===== src/rtl/lpc_pkg.sv =====
package lpc_pkg;
    typedef enum logic [1:0] {
        PM_RUN  = 2'd0,
        PM_IDLE = 2'd1,
        PM_DOWN = 2'd2
    } pmode_e;

    typedef struct packed {
        logic phase;
    } phase_st_t;

    typedef struct packed {
        pmode_e mode;
    } mode_st_t;
endpackage


===== src/rtl/lpc_phase.sv =====
module lpc_phase #(
    parameter logic PHASE_INIT = 1'b0
) (
    input  logic clk_in,
    input  logic rst_n,
    input  logic osc_en,
    output logic phase
);
    import lpc_pkg::*;

    phase_st_t st_d, st_q;

    always_comb begin
        st_d = st_q;
        if (osc_en) begin
            st_d.phase = ~st_q.phase;
        end
    end

    always_ff @(posedge clk_in or negedge rst_n) begin
        if (!rst_n) begin
            st_q.phase <= PHASE_INIT;
        end else begin
            st_q <= st_d;
        end
    end

    assign phase = st_q.phase;

    // running oscillator flips the phase on every input edge
    assert_phase_toggle_R1: assert property (@(posedge clk_in) disable iff (!rst_n)
        osc_en |=> (phase != $past(phase)));

    // stopped oscillator freezes the phase
    assert_phase_frozen_R4: assert property (@(posedge clk_in) disable iff (!rst_n)
        !osc_en |=> $stable(phase));
endmodule


===== src/rtl/lpc_mode.sv =====
module lpc_mode (
    input  logic           clk_in,
    input  logic           rst_n,
    input  logic           tick,
    input  logic           req_idle,
    input  logic           req_pdown,
    input  logic           irq_pend,
    output lpc_pkg::pmode_e mode
);
    import lpc_pkg::*;

    mode_st_t st_d, st_q;

    always_comb begin
        st_d = st_q;
        if (tick) begin
            unique case (st_q.mode)
                PM_RUN: begin
                    if (req_pdown) begin
                        st_d.mode = PM_DOWN;
                    end else if (req_idle) begin
                        st_d.mode = PM_IDLE;
                    end
                end
                PM_IDLE: begin
                    if (irq_pend) begin
                        st_d.mode = PM_RUN;
                    end
                end
                PM_DOWN: st_d.mode = PM_DOWN;
                default: st_d.mode = PM_RUN;
            endcase
        end
    end

    always_ff @(posedge clk_in or negedge rst_n) begin
        if (!rst_n) begin
            st_q.mode <= PM_RUN;
        end else begin
            st_q <= st_d;
        end
    end

    assign mode = st_q.mode;

    // only reset leaves power-down
    assert_pdown_sticky_R4: assert property (@(posedge clk_in) disable iff (!rst_n)
        (mode == PM_DOWN) |=> (mode == PM_DOWN));

    // a sampled interrupt ends idle
    assert_idle_exit_R3: assert property (@(posedge clk_in) disable iff (!rst_n)
        (mode == PM_IDLE && tick && irq_pend) |=> (mode == PM_RUN));

    // power-down wins over idle
    assert_pdown_prio_R5: assert property (@(posedge clk_in) disable iff (!rst_n)
        (mode == PM_RUN && tick && req_pdown) |=> (mode == PM_DOWN));

    // requests off the active phase are not taken
    assert_no_offphase_R2: assert property (@(posedge clk_in) disable iff (!rst_n)
        !tick |=> $stable(mode));
endmodule


===== src/rtl/lpc_pins.sv =====
module lpc_pins (
    input  lpc_pkg::pmode_e mode,
    input  logic            ext_code,
    input  logic            tick,
    output logic            cpu_en,
    output logic            periph_en,
    output logic            dma_en,
    output logic            osc_en,
    output logic            pin_ovr,
    output logic            ale_lvl,
    output logic            psen_lvl,
    output logic            lo_float,
    output logic            hi_addr_sel
);
    import lpc_pkg::*;

    logic is_run, is_idle, is_down;

    always_comb begin
        is_run  = (mode == PM_RUN);
        is_idle = (mode == PM_IDLE);
        is_down = (mode == PM_DOWN);

        cpu_en      = tick & is_run;
        dma_en      = tick & is_run;
        periph_en   = tick & (is_run | is_idle);
        osc_en      = ~is_down;

        pin_ovr     = is_idle | is_down;
        ale_lvl     = is_idle;
        psen_lvl    = is_idle;
        lo_float    = ext_code & (is_idle | is_down);
        hi_addr_sel = ext_code & is_idle;
    end
endmodule


===== src/rtl/lpc_ctrl.sv =====
module lpc_ctrl (
    input  logic clk_in,
    input  logic rst_n,
    input  logic req_idle,
    input  logic req_pdown,
    input  logic irq_pend,
    input  logic ext_code,
    output logic clk_phase,
    output logic cpu_en,
    output logic periph_en,
    output logic dma_en,
    output logic osc_en,
    output logic pin_ovr,
    output logic ale_lvl,
    output logic psen_lvl,
    output logic lo_float,
    output logic hi_addr_sel
);
    import lpc_pkg::*;

    pmode_e mode;

    lpc_phase #(.PHASE_INIT(1'b0)) u_phase (
        .clk_in (clk_in),
        .rst_n  (rst_n),
        .osc_en (osc_en),
        .phase  (clk_phase)
    );

    lpc_mode u_mode (
        .clk_in    (clk_in),
        .rst_n     (rst_n),
        .tick      (clk_phase),
        .req_idle  (req_idle),
        .req_pdown (req_pdown),
        .irq_pend  (irq_pend),
        .mode      (mode)
    );

    lpc_pins u_pins (
        .mode        (mode),
        .ext_code    (ext_code),
        .tick        (clk_phase),
        .cpu_en      (cpu_en),
        .periph_en   (periph_en),
        .dma_en      (dma_en),
        .osc_en      (osc_en),
        .pin_ovr     (pin_ovr),
        .ale_lvl     (ale_lvl),
        .psen_lvl    (psen_lvl),
        .lo_float    (lo_float),
        .hi_addr_sel (hi_addr_sel)
    );

    // no enable outside the active phase
    assert_en_in_phase_R1: assert property (@(posedge clk_in) disable iff (!rst_n)
        (cpu_en | dma_en | periph_en) |-> clk_phase);

    // a running CPU never sees pin overrides
    assert_run_no_ovr_R6: assert property (@(posedge clk_in) disable iff (!rst_n)
        cpu_en |-> (!pin_ovr && osc_en && !lo_float));

    // stopped oscillator leaves nothing clocked
    assert_down_quiet_R4: assert property (@(posedge clk_in) disable iff (!rst_n)
        !osc_en |-> !(cpu_en | dma_en | periph_en));
endmodule


===== config.mk =====
export PLATFORM = sky130hd
export DESIGN_NAME = lpc_ctrl
export DESIGN_NICKNAME = d
export VERILOG_FILES = /design/src/rtl/lpc_pkg.sv /design/src/rtl/lpc_phase.sv /design/src/rtl/lpc_mode.sv /design/src/rtl/lpc_pins.sv /design/src/rtl/lpc_ctrl.sv
export SDC_FILE = /design/constraint.sdc
export NUM_CORES = 1
export LEC_CHECK = 0
export ABC_AREA = 1
export BUFFER_PORTS_ARGS = -buffer_cell sky130_fd_sc_hd__buf_2
export CAP_MARGIN = 10
export CORE_AREA = 2 2 39 41
export CTS_BUF_LIST = sky130_fd_sc_hd__clkbuf_8
export DETAILED_ROUTE_END_ITERATION = 12
export DIE_AREA = 0 0 41 43
export PLACE_DENSITY = 0.45
export SLEW_MARGIN = 20
export SYNTH_ARGS = -nofsm -noshare
export SYNTH_HDL_FRONTEND = slang
export SYNTH_HIERARCHICAL = 1
export SYNTH_SLANG_ARGS = --single-unit

===== constraint.sdc =====
create_clock -name clk_in -period 2.7 [get_ports clk_in]
set_clock_uncertainty 0.1 [all_clocks]
set_input_delay 0.27 -clock clk_in [delete_from_list [all_inputs] [get_ports clk_in]]
set_output_delay 0.27 -clock clk_in [all_outputs]
set_load 0.03 [all_outputs]

==> run metrics, run 1 <==
status=finished clean; synth unique cells=11; Relative slew margins=84.8%; total grt overflow=0; GRT Overall Usage=8.35%; CTS tree=done; wire per inst=7.62 um; IO Pins=16; Die W=41 um; Place WS=1.26 ns; layout cells sized above 1=36.8%; vias in the first global route=236; sequential share of the synthesized area=29.3%; Via Count=267; largest net degree at the start of global routing=8; final worst setup slack=1.04 ns; Crit path required time=2.33 ns; Die Span Y=43 um; initial antenna violation count=0; post-synthesis instance area=256 um2; DR WL met3=55 um; Post-CTS Setup Bufs=0; unrepaired setup endpoints after global routing=false; Synth Flop Type=dfrtp_1; Initial DRC Count=2; CP Class=reg -> out; max-slew violation count=0; Hold WC Path Type=in -> async; max frequency=604 MHz; Worst Setup End Kind=output port; Synth top cells by count=nand2_1, inv_1, dfrtp_1, ha_1, buf_4; register area=75.1 um2; Final nets=67; via/cell ratio=3.66; metal2 WL=250 um; Post-DP HPWL=412 um; gp weighted congestion=0.694; Mapped Nets=48; final non-filler cell total=73; leading area contributor after synthesis=dfrtp_1; Max Cap Viol=0; Period Utilization, post-route=61.3%; Fin Setup TNS=0 ns; placed cells=68; wire length on met1=251 um; synthesis-to-layout area growth=52.7%; TritonRoute pass-1 iters=2; critical path data arrival time=1.29 ns; # hold bufs at CTS=1; top post-synthesis cells by area=dfrtp_1, nand2_1, inv_1; # DRC=0; yosys warns=6; Worst Path Max Fanout=5; Starting Density=18.5%; Setup violations, final=0; pin slew with the least headroom to its limit=0.228 ns; core area=1380 um2; area of the die=1760 um2; footprint of the multi-input gates=118 um2; fin crit period=1.66 ns; port bufs=15; area share of the largest cell type after synthesis=29.3%; final hold violation count=0; synthesized instance count=39; Highest Signal Layer=met3; fraction of registers with async set/reset=100%; first-pass GRT wire length=890 um; post-route ant nets=0; total detailed-routing wirelength=556 um; FP Rows=14; CTS resizes=0; TritonCTS sink count=3; Fillers=157; cell with the most instances after synthesis=nand2_1; CP Launch Type=register; Num CTS Buffers=3; H-tree levels=1; ant diodes=0; Post-synth EDFFs=0; Yosys reg bits=3; clock slew at reported path FFs=0.03 ns; Clk Latency, worst-skew pair=0.22 ns; Mapped Avg Cell Area=6.58 um2; root buf cell=clkbuf_8; Longest Clk Path Bufs=2
## cells in the final DEF (no fill, tap or decap), drive strengths merged
cell type and count:
dlygate4sd3 1, ha 3, clkbuf 3, o21ai 1, inv 14, nand4 1
buf 15, dfrtp 3, nand2 14, nor2 1, nand3 1
## metrics by stage
step           hold WS, ns  utilization [%]  instance area [um2]
6_report             0.276             28.3                  392
3_5_place_dp       -0.0310             24.3                  337
3_3_place_gp       -0.0291             24.3                  337
5_1_grt              0.302             28.3                  392
4_1_cts              0.270             28.3                  392
2_1_floorplan       -0.126                -                  256
## worst paths after layout
check                           slack (ns)  cells after the start            from              to
worst max register to register        1.56                      6  u_mode/mode[0]   u_phase/phase
max in group asynchronous             2.10                      2           rst_n  u_mode/mode[0]
worst min-delay path                  0.28                      2           rst_n   u_phase/phase
worst min register to register        0.47                      2  u_mode/mode[1]  u_mode/mode[1]
min in group clk_in                   0.28                      5        req_idle  u_mode/mode[0]
worst max-delay path                  1.04                      5  u_mode/mode[0]        lo_float
## critical path: stages (launching register included)
cell and delay (ns):
dfrtp_1 0.42, inv_1 0.09, ha_1 0.29, nand2_1 0.05, inv_1 0.04, buf_2 0.18
## area by class of cell
cell class | count | share of cell area, %
Inverter | 13 | 12.5
Clock buffer | 3 | 10.5
Clock inverter | 1 | 0.958
Multi-Input combinational cell | 21 | 30.0
Timing Repair Buffer | 16 | 21.7
Sequential cell | 3 | 19.2
Tap cell | 16 | 5.11
## state kept, by name, indices dropped and copies added (netlist names)
register	flops
u_mode/mode	2
u_phase/phase	1
## metal layers
metal / vias up / GRT usage [%]
li1: 144 / -
met1: 112 / 8.41
met3: 0 / 7.85
met4: 0 / 4.00
met5: - / 0
met2: 11 / 11.3
## kinds of logic (layout without fill, tap and decap cells)
group / count (synthesis) / in the layout / share of synthesized area (%)
buf+inv: 15 / 33 / 24.9
fa+ha+maj: 3 / 3 / 14.6
simple gates: 17 / 17 / 29.3
flops: 3 / 3 / 29.3
compound gates: 1 / 1 / 1.95
Power of run 1 is not shown: default switching activity piles up to over one toggle a cycle in this logic, so the estimate is an artifact.
==> inputs of run 2 (changes only) <==
Settings changed: ABC_AREA 1 to 0, PLACE_DENSITY 0.45 to 0.43.
Clock period 2.7 ns to 1.5 ns, I/O delays scaled along.
==> run 2 against run 1 <==
  * Die area stayed put
  * Synthesized cell count is 41% lower
  * Sequential share of layout area is 1.2 points higher
  * First-iteration DRC count is 50% lower
  * Worst hold slack worse by 0.15 ns
  * Routed wire length is 3.2% lower
  * Clock-buffer cell count stayed put
  * Global-route usage is 0.10 points lower
  * Critical path type unchanged
==> run metrics, run 2 <==
pin slew with the least headroom to its limit=0.219 ns (was 0.228 ns); largest net degree at the start of global routing=8 (unchanged); Mapped Avg Cell Area=9.30 um2 (was 6.58 um2); clock power share=28.8%; Num CTS Buffers=3 (unchanged); final hold violation count=0 (unchanged); total grt overflow=0 (unchanged); commonest non-fill, non-tap cells in the layout=buf_2, inv_1, clkbuf_8, buf_4, dfrtp_1 (was buf_2, inv_1, nand2_1); first-pass GRT wire length=883 um (was 890 um); max FFs per register=2 (unchanged); CP top delay family=flip-flops (unchanged); ant diodes=0 (unchanged); critical path data arrival time=1.22 ns (was 1.29 ns); highest-delay cell along the critical path=dfrtp_1 (unchanged); max incr delay on CP=0.36 ns (was 0.42 ns); yosys warns=6 (unchanged); WHS=0.129 ns (was 0.276 ns); core area=1380 um2 (unchanged); Setup violations, final=0 (unchanged); switching power=0.000356 W; fraction of registers with async set/reset=100% (unchanged); clock slew at reported path FFs=0.03 ns (about the same); Largest Register=u_mode/mode (unchanged); biggest regs=u_mode/mode x2, u_phase/phase x1 (unchanged); final core occ=26.7% (was 28.3%); crit-path cells=inv_1 > ha_1 > and2_1 > buf_4 (was inv_1 > ha_1 > nand2_1 > inv_1 > buf_2); placed cells=52 (was 68); post-route ant nets=0 (unchanged); Final nets=53 (was 67); area of the die=1760 um2 (unchanged); synth unique cells=13 (was 11); # DRC=0 (unchanged); Yosys reg bits=3 (unchanged); Mapped Nets=32 (was 48); area share of the largest cell type after synthesis=35.1% (was 29.3%); Synth top cells by count=inv_1, dfrtp_1, ha_1 (was nand2_1, inv_1, dfrtp_1, ha_1, buf_4); H-tree levels=1 (unchanged); Buf/Inv on CP=2 (was 3); max frequency=680 MHz; synthesized instance count=23 (was 39); initial antenna violation count=0 (unchanged); leakage power=0.217 nW; total power=0.000782 W; top post-synthesis cells by area=dfrtp_1, ha_1, and2_2 (was dfrtp_1, nand2_1, inv_1); Die W=41 um (unchanged); Post-DP HPWL=416 um (was 412 um); leading area contributor after synthesis=dfrtp_1 (unchanged); via/cell ratio=3.86 (was 3.66); max-slew violation count=0 (unchanged); Reg2Reg Depth=3 (was 6); root buf cell=clkbuf_8 (unchanged); Worst Setup End Kind=output port (unchanged); layout cells sized above 1=53.5% (was 36.8%); FP Rows=14 (unchanged); Sw Ratio=45.6%; cell with the most instances after synthesis=inv_1 (was nand2_1); status=finished clean (unchanged); CTS tree=done (unchanged); Hold WC Path Type=in -> reg (was in -> async); synthesis-to-layout area growth=72.5% (was 52.7%); gp weighted congestion=0.690 (was 0.694); final non-filler cell total=59 (was 73); hold depth=3; Power Density=2120 nW/um2; Max rail drop VDD=0.000508 V; CP Launch Type=register (unchanged); Via Count=228 (was 267); Initial DRC Count=1 (was 2); wire per inst=9.12 um (was 7.62 um); Stages on worst setup path=4 (was 5); Starting Density=15.5% (was 18.5%); total detailed-routing wirelength=538 um (was 556 um); Clk Latency, worst-skew pair=0.21 ns (was 0.22 ns); Post-synth EDFFs=0 (unchanged); Synth Flop Type=dfrtp_1 (unchanged); CP Class=reg -> out (unchanged); Max Cap Viol=0 (unchanged); Die Span Y=43 um (unchanged); Seq pwr share=19.0%; Worst Path Max Fanout=3 (was 5); Fillers=155 (was 157); post-synthesis instance area=214 um2 (was 256 um2); TritonCTS sink count=3 (unchanged); Relative slew margins=85.4% (was 84.8%); Longest Clk Path Bufs=2 (unchanged); P_int=0.000426 W; Crit path required time=1.25 ns (was 2.33 ns); vias in the first global route=228 (was 236); IO Pins=16 (unchanged); port bufs=15 (unchanged); TritonRoute pass-1 iters=4 (was 2); commonest non-fill, non-tap cell in the layout=buf_2 (unchanged); unrepaired setup endpoints after global routing=true (was false); Period Utilization, post-route=98.1%; fin crit period=1.47 ns; combinational fraction of design power=52.2%; GRT Overall Usage=8.25% (was 8.35%); sequential share of the synthesized area=35.1% (was 29.3%)
run 2: cell count changes in the layout (fill, tap and decap cells not counted), moves of 2 or more:
| cell | previous run | this run |
|---|---|---|
| and2_2 | 0 | 2 |
| nand2_1 | 13 | 0 |
| inv_1 | 13 | 5 |
| buf_4 | 0 | 3 |
| a21oi_1 | 0 | 2 |
run 2: cell families after synthesis:
logic type,synth area share (%)
buffers and inverters,14.0
AOI/OAI and AO/OA,12.9
and+or+nand+nor,16.4
adders and majority gates,17.5
DFF,35.1
xor gates and xnor gates,4.09
run 2: final cells by class:
class	count	area (um2)	share of cell area (%)
clock buffers	3	41.3	11.2
clock inverters	1	3.75	1.02
inverters	4	15.0	4.07
multi-input cells	14	111	30.2
flip-flops and latches	3	75.1	20.3
well taps	16	20.0	5.42
repair buffers	18	103	27.8
run 2: worst min-delay path: cells and delay by family:
| family | cells | cell delay (ns) |
|---|---|---|
| buf+inv | 1 | 0.09 |
| simple gates | 1 | 0.10 |
| compound gates | 1 | 0.06 |
run 2: path summary, 6_finish.rpt:
check | to | slack (ns) | from
worst min register to register | u_phase/phase | 0.48 | u_phase/phase
worst min-delay path | u_mode/mode[0] | 0.13 | req_pdown
max in group asynchronous | u_mode/mode[1] | 1.03 | rst_n
worst max register to register | u_mode/mode[0] | 0.14 | u_mode/mode[0]
worst max-delay path | lo_float | 0.03 | u_mode/mode[0]
min in group asynchronous | u_phase/phase | 0.16 | rst_n
run 2: power groups by stage:
stage | clock network [W] | registers, W | logic, W
2_1_floorplan | 0 | 0.000177 | 0.000255
3_3_place_gp | 0 | 0.000163 | 0.000363
3_5_place_dp | 0 | 0.000162 | 0.000369
4_1_cts | 0.000231 | 0.000150 | 0.000412
5_1_grt | 0.000241 | 0.000154 | 0.000448
6_report | 0.000225 | 0.000149 | 0.000408
run 2: metal layers:
layer / routed length [um] / GRT usage, % / up-vias
met5: 0 / 0 / -
met4: 0 / 8.00 / 0
met3: 71 / 6.28 / 0
met2: 270 / 11.3 / 17
met1: 195 / 7.12 / 101
li1: - / - / 110
run 2: timing repair:
item,4_1_cts,5_1_grt
hold buffers,1,0
setup endpoints to repair,5,4
gates resized for setup,1,1
gates cloned,0,0
hold endpoints to repair,3,0
setup buffers,2,0
pin swaps,0,1
run 2: through the flow:
step,TNS [ns],worst slack (ns),instance area [um2]
6_report,0,0.0291,369
5_1_grt,-0.0252,-0.0252,369
4_1_cts,0,0.00170,367
3_5_place_dp,0,0.159,294
3_3_place_gp,0,0.180,294
2_1_floorplan,0,0.0265,214
No activity file was read; power rests on OpenSTA's default activity.
